===== config.mk =====
export PLATFORM = sky130hd
export DESIGN_NAME = modred_unit
export DESIGN_NICKNAME = d
export VERILOG_FILES = /design/src/rtl/modred_pkg.sv /design/src/rtl/modred_recip_stage.sv /design/src/rtl/modred_rebuild_stage.sv /design/src/rtl/modred_fix_stage.sv /design/src/rtl/modred_unit.sv
export SDC_FILE = /design/constraint.sdc
export NUM_CORES = 1
export LEC_CHECK = 0
export BUFFER_PORTS_ARGS = -buffer_cell sky130_fd_sc_hd__buf_4
export CAP_MARGIN = 30
export CORE_MARGIN = 4
export CORE_UTILIZATION = 51
export CTS_BUF_LIST = sky130_fd_sc_hd__clkbuf_4 sky130_fd_sc_hd__clkbuf_8
export DETAILED_ROUTE_END_ITERATION = 7
export PLACE_DENSITY_LB_ADDON = 0.12
export SYNTH_ARGS = -nofsm -noshare
export SYNTH_HDL_FRONTEND = slang
export SYNTH_SLANG_ARGS = --single-unit

===== constraint.sdc =====
create_clock -name clk -period 13.4 [get_ports clk]
set_input_delay 2.68 -clock clk [delete_from_list [all_inputs] [get_ports clk]]
set_output_delay 2.68 -clock clk [all_outputs]
set_load 0.1 [all_outputs]

===== src/rtl/modred_pkg.sv =====
package modred_pkg;

    // Truncated fixed-point reciprocal: floor(2^dw / d)
    function automatic longint recip_const(input int dw, input int d);
        return (64'sd1 <<< dw) / d;
    endfunction

    // Divisor is 2^s + 1, so times-divisor is (q << s) + q
    function automatic int rebuild_shift(input int d);
        return $clog2(d - 1);
    endfunction

endpackage


===== src/rtl/modred_recip_stage.sv =====
module modred_recip_stage #(
    parameter int DATA_W  = 16,
    parameter int DIVISOR = 3
) (
    input  logic              clk,
    input  logic              rst,
    input  logic              in_vld,
    input  logic [DATA_W-1:0] in_x,
    output logic              out_vld,
    output logic [DATA_W-1:0] out_x,
    output logic [DATA_W-1:0] out_q
);
    localparam logic [DATA_W-1:0] RECIP =
        DATA_W'(modred_pkg::recip_const(DATA_W, DIVISOR));
    localparam logic [DATA_W-1:0] DIV_W = DATA_W'(DIVISOR);

    typedef struct packed {
        logic              vld;
        logic [DATA_W-1:0] x;
        logic [DATA_W-1:0] q;
    } st_t;

    st_t st_d, st_q;
    logic [2*DATA_W-1:0] prod;

    always_comb begin
        prod     = {{DATA_W{1'b0}}, in_x} * {{DATA_W{1'b0}}, RECIP};
        st_d.vld = in_vld;
        st_d.x   = in_x;
        st_d.q   = DATA_W'(prod >> DATA_W);
    end

    always_ff @(posedge clk) begin
        st_q <= st_d;
        if (rst) st_q.vld <= 1'b0;
    end

    assign out_vld = st_q.vld;
    assign out_x   = st_q.x;
    assign out_q   = st_q.q;


    vld_follow_chk: assert property (@(posedge clk) disable iff (rst)
        in_vld |=> out_vld);

    bubble_follow_chk: assert property (@(posedge clk) disable iff (rst)
        !in_vld |=> !out_vld);

    est_not_high_chk: assert property (@(posedge clk) disable iff (rst)
        in_vld |=> out_q <= $past(in_x) / DIV_W);

    est_short_by_one_chk: assert property (@(posedge clk) disable iff (rst)
        in_vld |=> ({1'b0, out_q} + (DATA_W+1)'(1)) >= {1'b0, $past(in_x) / DIV_W});
endmodule


===== src/rtl/modred_rebuild_stage.sv =====
module modred_rebuild_stage #(
    parameter int DATA_W  = 16,
    parameter int DIVISOR = 3
) (
    input  logic              clk,
    input  logic              rst,
    input  logic              in_vld,
    input  logic [DATA_W-1:0] in_x,
    input  logic [DATA_W-1:0] in_q,
    output logic              out_vld,
    output logic [DATA_W-1:0] out_pre,
    output logic [DATA_W-1:0] out_q
);
    localparam int SH = modred_pkg::rebuild_shift(DIVISOR);
    localparam int PW = DATA_W + SH + 1;

    typedef struct packed {
        logic              vld;
        logic [DATA_W-1:0] x;
        logic [DATA_W-1:0] q;
        logic [PW-1:0]     qd;
    } mul_st_t;

    typedef struct packed {
        logic              vld;
        logic [DATA_W-1:0] pre;
        logic [DATA_W-1:0] q;
    } sub_st_t;

    mul_st_t mul_d, mul_q;
    sub_st_t sub_d, sub_q;

    always_comb begin
        // stage 2: quotient times divisor by shift plus add
        mul_d.vld = in_vld;
        mul_d.x   = in_x;
        mul_d.q   = in_q;
        mul_d.qd  = {1'b0, in_q, {SH{1'b0}}} + PW'(in_q);
        // stage 3: preliminary remainder, operands all from stage 2 registers
        sub_d.vld = mul_q.vld;
        sub_d.pre = mul_q.x - mul_q.qd[DATA_W-1:0];
        sub_d.q   = mul_q.q;
    end

    always_ff @(posedge clk) begin
        mul_q <= mul_d;
        sub_q <= sub_d;
        if (rst) begin
            mul_q.vld <= 1'b0;
            sub_q.vld <= 1'b0;
        end
    end

    assign out_vld = sub_q.vld;
    assign out_pre = sub_q.pre;
    assign out_q   = sub_q.q;


    rebuild_no_overshoot_chk: assert property (@(posedge clk) disable iff (rst)
        mul_q.vld |-> mul_q.qd <= PW'(mul_q.x));

    sub_vld_follow_chk: assert property (@(posedge clk) disable iff (rst)
        mul_q.vld |=> out_vld);
endmodule


===== src/rtl/modred_fix_stage.sv =====
module modred_fix_stage #(
    parameter int DATA_W  = 16,
    parameter int DIVISOR = 3,
    parameter int REM_W   = 2
) (
    input  logic              clk,
    input  logic              rst,
    input  logic              in_vld,
    input  logic [DATA_W-1:0] in_pre,
    input  logic [DATA_W-1:0] in_q,
    output logic              out_vld,
    output logic [REM_W-1:0]  out_rem,
    output logic [DATA_W-1:0] out_quot
);
    localparam logic [DATA_W-1:0] D1 = DATA_W'(DIVISOR);
    localparam logic [DATA_W-1:0] D2 = DATA_W'(2 * DIVISOR);
    localparam logic [DATA_W-1:0] D3 = DATA_W'(3 * DIVISOR);

    typedef struct packed {
        logic              vld;
        logic [REM_W-1:0]  rem;
        logic [DATA_W-1:0] quot;
    } st_t;

    st_t st_d, st_q;

    always_comb begin
        st_d.vld = in_vld;
        if (in_pre >= D2) begin
            st_d.rem  = REM_W'(in_pre - D2);
            st_d.quot = in_q + DATA_W'(2);
        end else if (in_pre >= D1) begin
            st_d.rem  = REM_W'(in_pre - D1);
            st_d.quot = in_q + DATA_W'(1);
        end else begin
            st_d.rem  = REM_W'(in_pre);
            st_d.quot = in_q;
        end
    end

    always_ff @(posedge clk) begin
        st_q <= st_d;
        if (rst) st_q.vld <= 1'b0;
    end

    assign out_vld  = st_q.vld;
    assign out_rem  = st_q.rem;
    assign out_quot = st_q.quot;


    pre_headroom_chk: assert property (@(posedge clk) disable iff (rst)
        in_vld |-> in_pre < D3);

    rem_in_range_chk: assert property (@(posedge clk) disable iff (rst)
        out_vld |-> {{(DATA_W-REM_W){1'b0}}, out_rem} < D1);
endmodule


===== src/rtl/modred_unit.sv =====
module modred_unit #(
    parameter int DATA_W  = 16,
    parameter int DIVISOR = 3,
    localparam int REM_W  = $clog2(DIVISOR)
) (
    input  logic              clk,
    input  logic              rst,
    input  logic              in_valid,
    input  logic [DATA_W-1:0] in_data,
    output logic              out_valid,
    output logic [REM_W-1:0]  out_rem,
    output logic [DATA_W-1:0] out_quot
);
    logic              s1_vld, s3_vld;
    logic [DATA_W-1:0] s1_x, s1_q, s3_pre, s3_q;

    modred_recip_stage #(.DATA_W(DATA_W), .DIVISOR(DIVISOR)) recip_i (
        .clk(clk), .rst(rst), .in_vld(in_valid), .in_x(in_data),
        .out_vld(s1_vld), .out_x(s1_x), .out_q(s1_q)
    );

    modred_rebuild_stage #(.DATA_W(DATA_W), .DIVISOR(DIVISOR)) rebuild_i (
        .clk(clk), .rst(rst), .in_vld(s1_vld), .in_x(s1_x), .in_q(s1_q),
        .out_vld(s3_vld), .out_pre(s3_pre), .out_q(s3_q)
    );

    modred_fix_stage #(.DATA_W(DATA_W), .DIVISOR(DIVISOR), .REM_W(REM_W)) fix_i (
        .clk(clk), .rst(rst), .in_vld(s3_vld), .in_pre(s3_pre), .in_q(s3_q),
        .out_vld(out_valid), .out_rem(out_rem), .out_quot(out_quot)
    );


    quot_rem_fit_chk: assert property (@(posedge clk) disable iff (rst)
        out_valid |-> (longint'(out_quot) * DIVISOR + longint'(out_rem))
                      < (64'sd1 <<< DATA_W));
endmodule


==> Implementation_results.wiki <==
{| class="wikitable"
! Metric !! Value
|-
| CTS Root Buffer Type || sky130_fd_sc_hd__clkbuf_8
|-
| Headroom to the max-slew limit || 65.2%
|-
| Weighted congestion at the end of routability-driven global placement || 0.902
|-
| Startpoint of the lowest-slack hold path || rebuild_i.mul_q[27]
|-
| Required time of the critical path || 13.72 ns
|-
| Final routed wire length divided by cell count || 14.7 um
|-
| Count of nets after finishing || 1,164
|-
| Async S/R FF share, synth || 0%
|-
| Global route overflow || 0
|-
| Transition at the pin with the smallest max-transition slack || 0.517 ns
|-
| # DRC || 0
|-
| WL final || roughly 17 mm
|-
| Total number of yosys warnings || 0
|-
| Mapped Nets || ~1,100
|-
| Kind of capture point of the worst setup path || flip-flop
|-
| GRT Overall Usage || approximately a fifth
|-
| Remaining antenna violation count || 0
|-
| Type of the setup path with the least slack || input port to flip-flop
|-
| Critical-path maximum fanout || 6
|-
| Detailed Routing Iterations Pass 1 || 4
|-
| Synthesized cell area || a little under 0.009 mm^2
|-
| Overall die height || 139 um
|-
| Number of global-route vias before repair || 6,003
|-
| Post-synth EDFFs || 0
|-
| Reg-to-Reg End || rebuild_i.mul_q[15]
|-
| Final setup violating endpoints || 0
|-
| Area contributors post-synth || sky130_fd_sc_hd__dfxtp_1, sky130_fd_sc_hd__ha_1, sky130_fd_sc_hd__fa_1, sky130_fd_sc_hd__inv_1, sky130_fd_sc_hd__xnor2_1
|-
| Worst reg-to-reg setup slack || 10.79 ns
|-
| H-Tree Depth || 4
|-
| Worst min-delay path category || flip-flop to flip-flop
|-
| Hold depth || 0
|-
| Area fraction of the dominant cell type after synthesis || 29.9%
|-
| Cells after synthesis || 872
|-
| Clock buffer count from CTS || 17
|-
| Cts hold-fix bufs || 0
|-
| Capture endpoint of the worst hold path || rebuild_i.out_q[9]
|-
| Initial drt markers || around 290
|-
| Crit-path max cell delay || approximately 0.54 ns
|-
| Clock-pin slew on the worst setup and hold paths || roughly 0.08 ns
|-
| Port Buffer Count || 37
|-
| Total count of hold-check failures in the final report || 0
|-
| List of cells traversed by the critical path || buf_4, ha_1, xor2_1, ha_1, inv_1, fa_1, inv_1, fa_1, fa_1, inv_1, fa_1, inv_1, ha_1, nand4_1, nor2_1, a22oi_1, a211oi_1, nor2_1, o311ai_0
|-
| Top cell types by occurrence after synthesis || sky130_fd_sc_hd__inv_1, sky130_fd_sc_hd__ha_1, sky130_fd_sc_hd__dfxtp_1, sky130_fd_sc_hd__fa_1, sky130_fd_sc_hd__nand2_1
|-
| Clock Sink Count || 130
|-
| Fraction of final layout cells sized beyond drive strength 1 || 8.10%
|-
| Launch instance of the worst register-to-register path || recip_i.out_q[1]
|-
| DPL Wire Length || ~14 mm
|-
| Initial cell density of the core || 52.3%
|-
| Primary FF master, synth || sky130_fd_sc_hd__dfxtp_1
|-
| Clock Tree Buf Depth || 2
|-
| Antenna cells || 0
|-
| Post-CTS setup buffer count || 0
|-
| CTS tree || built
|-
| Boundary Pins || 38
|-
| Number of fillers in the final layout || 1,488
|-
| Maximum clock frequency || 136 MHz
|-
| Via/cell ratio || about 5
|-
| Skew-Pair Late Insertion Delay || approximately 0.44 ns
|-
| Die area || 0.0192 mm^2
|-
| Cell row count || 47
|-
| Quantity of gates resized following cts || 0
|-
| Critical Path AT || 7.69 ns
|-
| Path depth of the worst reg2reg path || 9
|-
| Floorplan core area || roughly 0.017 mm^2
|-
| Post-synth cell types || 51
|-
| Global-route wire length before repair || 29.0 mm
|-
| Post-route clock period utilization || around 55%
|-
| Overall die width || 139 um
|-
| Area overhead of the layout relative to synthesis || 11.1%
|-
| Highest-delay cell along the critical path || sky130_fd_sc_hd__fa_1
|-
| Most frequently used cell type in the post-synthesis netlist || sky130_fd_sc_hd__inv_1
|-
| Max-capacitance violation count || 0
|-
| Number of antenna violations at the first check in global routing || 0
|-
| Total via count in the routed design || 5,962
|-
| Total negative slack || 0 ns
|-
| RSZ-0062 raised after global routing || false
|-
| Fraction of the yosys area taken by sequential cells || between 20% and 30%
|-
| Post-layout min period || 7.37 ns
|-
| Status || completed
|-
| Final Skew || 0.0139 ns
|-
| Synthesized area per cell || 9.99 um^2
|-
| Startpoint Class || input port
|-
| Cell taking the most area after synthesis || sky130_fd_sc_hd__dfxtp_1
|-
| Largest net degree at the start of global routing || 17
|-
| Total count of max-transition violations in the final report || 0
|-
| Yosys reg bits || 130
|}
## per-layer routing
layer / GRT usage (%) / part of all wire [%] / vias to the layer above
met5: 0 / 0 / -
met3: 3.34 / 3.4 / 20
met4: 5.66 / 1.6 / 0
met1: 24.5 / 46 / 2784
li1: - / - / 3062
met2: 31.6 / 49 / 96
## layout make-up
class,instances,area (um^2),area share [%]
inverter,154,578,5.98
clock buffer,18,248,2.56
sequential,130,2600,26.9
timing repair buffer,38,282,2.91
multi-input combinational,584,5510,57.0
tap,220,275,2.85
clock inverter,14,178,1.84
## cells in the final DEF, fill, tap and decap left out, types with 5 or more instances in the layout
cell	netlist	layout
sky130_fd_sc_hd__dfxtp_1	130	130
sky130_fd_sc_hd__inv_1	154	154
sky130_fd_sc_hd__a21o_1	16	16
sky130_fd_sc_hd__nor2_1	34	34
sky130_fd_sc_hd__o21a_1	8	8
sky130_fd_sc_hd__xor2_1	20	20
sky130_fd_sc_hd__clkinv_4	0	5
sky130_fd_sc_hd__xnor2_1	28	28
sky130_fd_sc_hd__ha_1	152	152
sky130_fd_sc_hd__nand3_1	21	21
sky130_fd_sc_hd__or3_1	7	7
sky130_fd_sc_hd__clkbuf_8	0	18
sky130_fd_sc_hd__nand4_1	6	6
sky130_fd_sc_hd__a21oi_1	33	33
sky130_fd_sc_hd__fa_1	68	68
sky130_fd_sc_hd__nor2b_1	10	10
sky130_fd_sc_hd__o211ai_1	8	8
sky130_fd_sc_hd__buf_4	0	37
sky130_fd_sc_hd__a31oi_1	6	6
sky130_fd_sc_hd__o21ai_0	28	28
sky130_fd_sc_hd__a211oi_1	12	12
sky130_fd_sc_hd__nor3_1	18	18
sky130_fd_sc_hd__nand2_1	37	37
sky130_fd_sc_hd__nand2b_1	6	6
sky130_fd_sc_hd__and3_1	13	13
## critical path, delay by kind of cell
| family | cells | cell delay [ns] |
|---|---|---|
| buffers and inverters | 5 | 0.33 |
| XOR/XNOR | 1 | 0.18 |
| AND/OR/NAND/NOR | 3 | 0.47 |
| adder cells (fa/ha/maj) | 7 | 3.05 |
| AO/OA/AOI/OAI | 3 | 0.98 |
## cell families after synthesis
| kind of cell | share of synthesized area, % |
|---|---|
| AO/OA/AOI/OAI | 11.0 |
| multiplexers | 0.129 |
| adder cells (fa/ha/maj) | 37.5 |
| XOR/XNOR | 4.83 |
| buffers and inverters | 6.84 |
| AND/OR/NAND/NOR | 9.83 |
| flip-flops | 29.9 |
## stage by stage
| stage | setup WS [ns] | hold slack, ns | utilization (%) | cell area (um^2) | cells |
|---|---|---|---|---|---|
| finish | 6.03 | 0.325 | 58.1 | 9670 | 1158 |
| global route | 5.59 | 0.334 | 58.1 | 9670 | 1158 |
| CTS | 5.98 | 0.325 | 58.1 | 9670 | 1158 |
| detailed placement | 5.51 | 0.312 | 55.6 | 9250 | 1126 |
| global placement | 5.70 | 0.311 | 55.6 | 9250 | 1125 |
| floorplan | 6.03 | 0.310 | - | 8710 | 872 |
## worst max path at each step
stage | startpoint | to
floorplan | in_data[1] | recip_i.out_q[5]
global placement | in_data[1] | recip_i.out_q[5]
detailed placement | in_data[2] | recip_i.out_q[11]
CTS | in_data[2] | recip_i.out_q[11]
global route | in_data[2] | recip_i.out_q[11]
finish | in_data[2] | recip_i.out_q[11]
## flip-flops by register name (all words and copies together), names as in the netlist
register / flops
recip_i.out_vld: 1
fix_i.out_rem: 2
fix_i.out_quot: 16
recip_i.out_x: 16
rebuild_i.out_q: 15
recip_i.out_q: 15
rebuild_i.mul_q: 47
rebuild_i.out_vld: 1
rebuild_i.out_pre: 16
fix_i.out_vld: 1
Power is not shown: default switching activity piles up to over one toggle a cycle in this logic, so the estimate is an artifact.
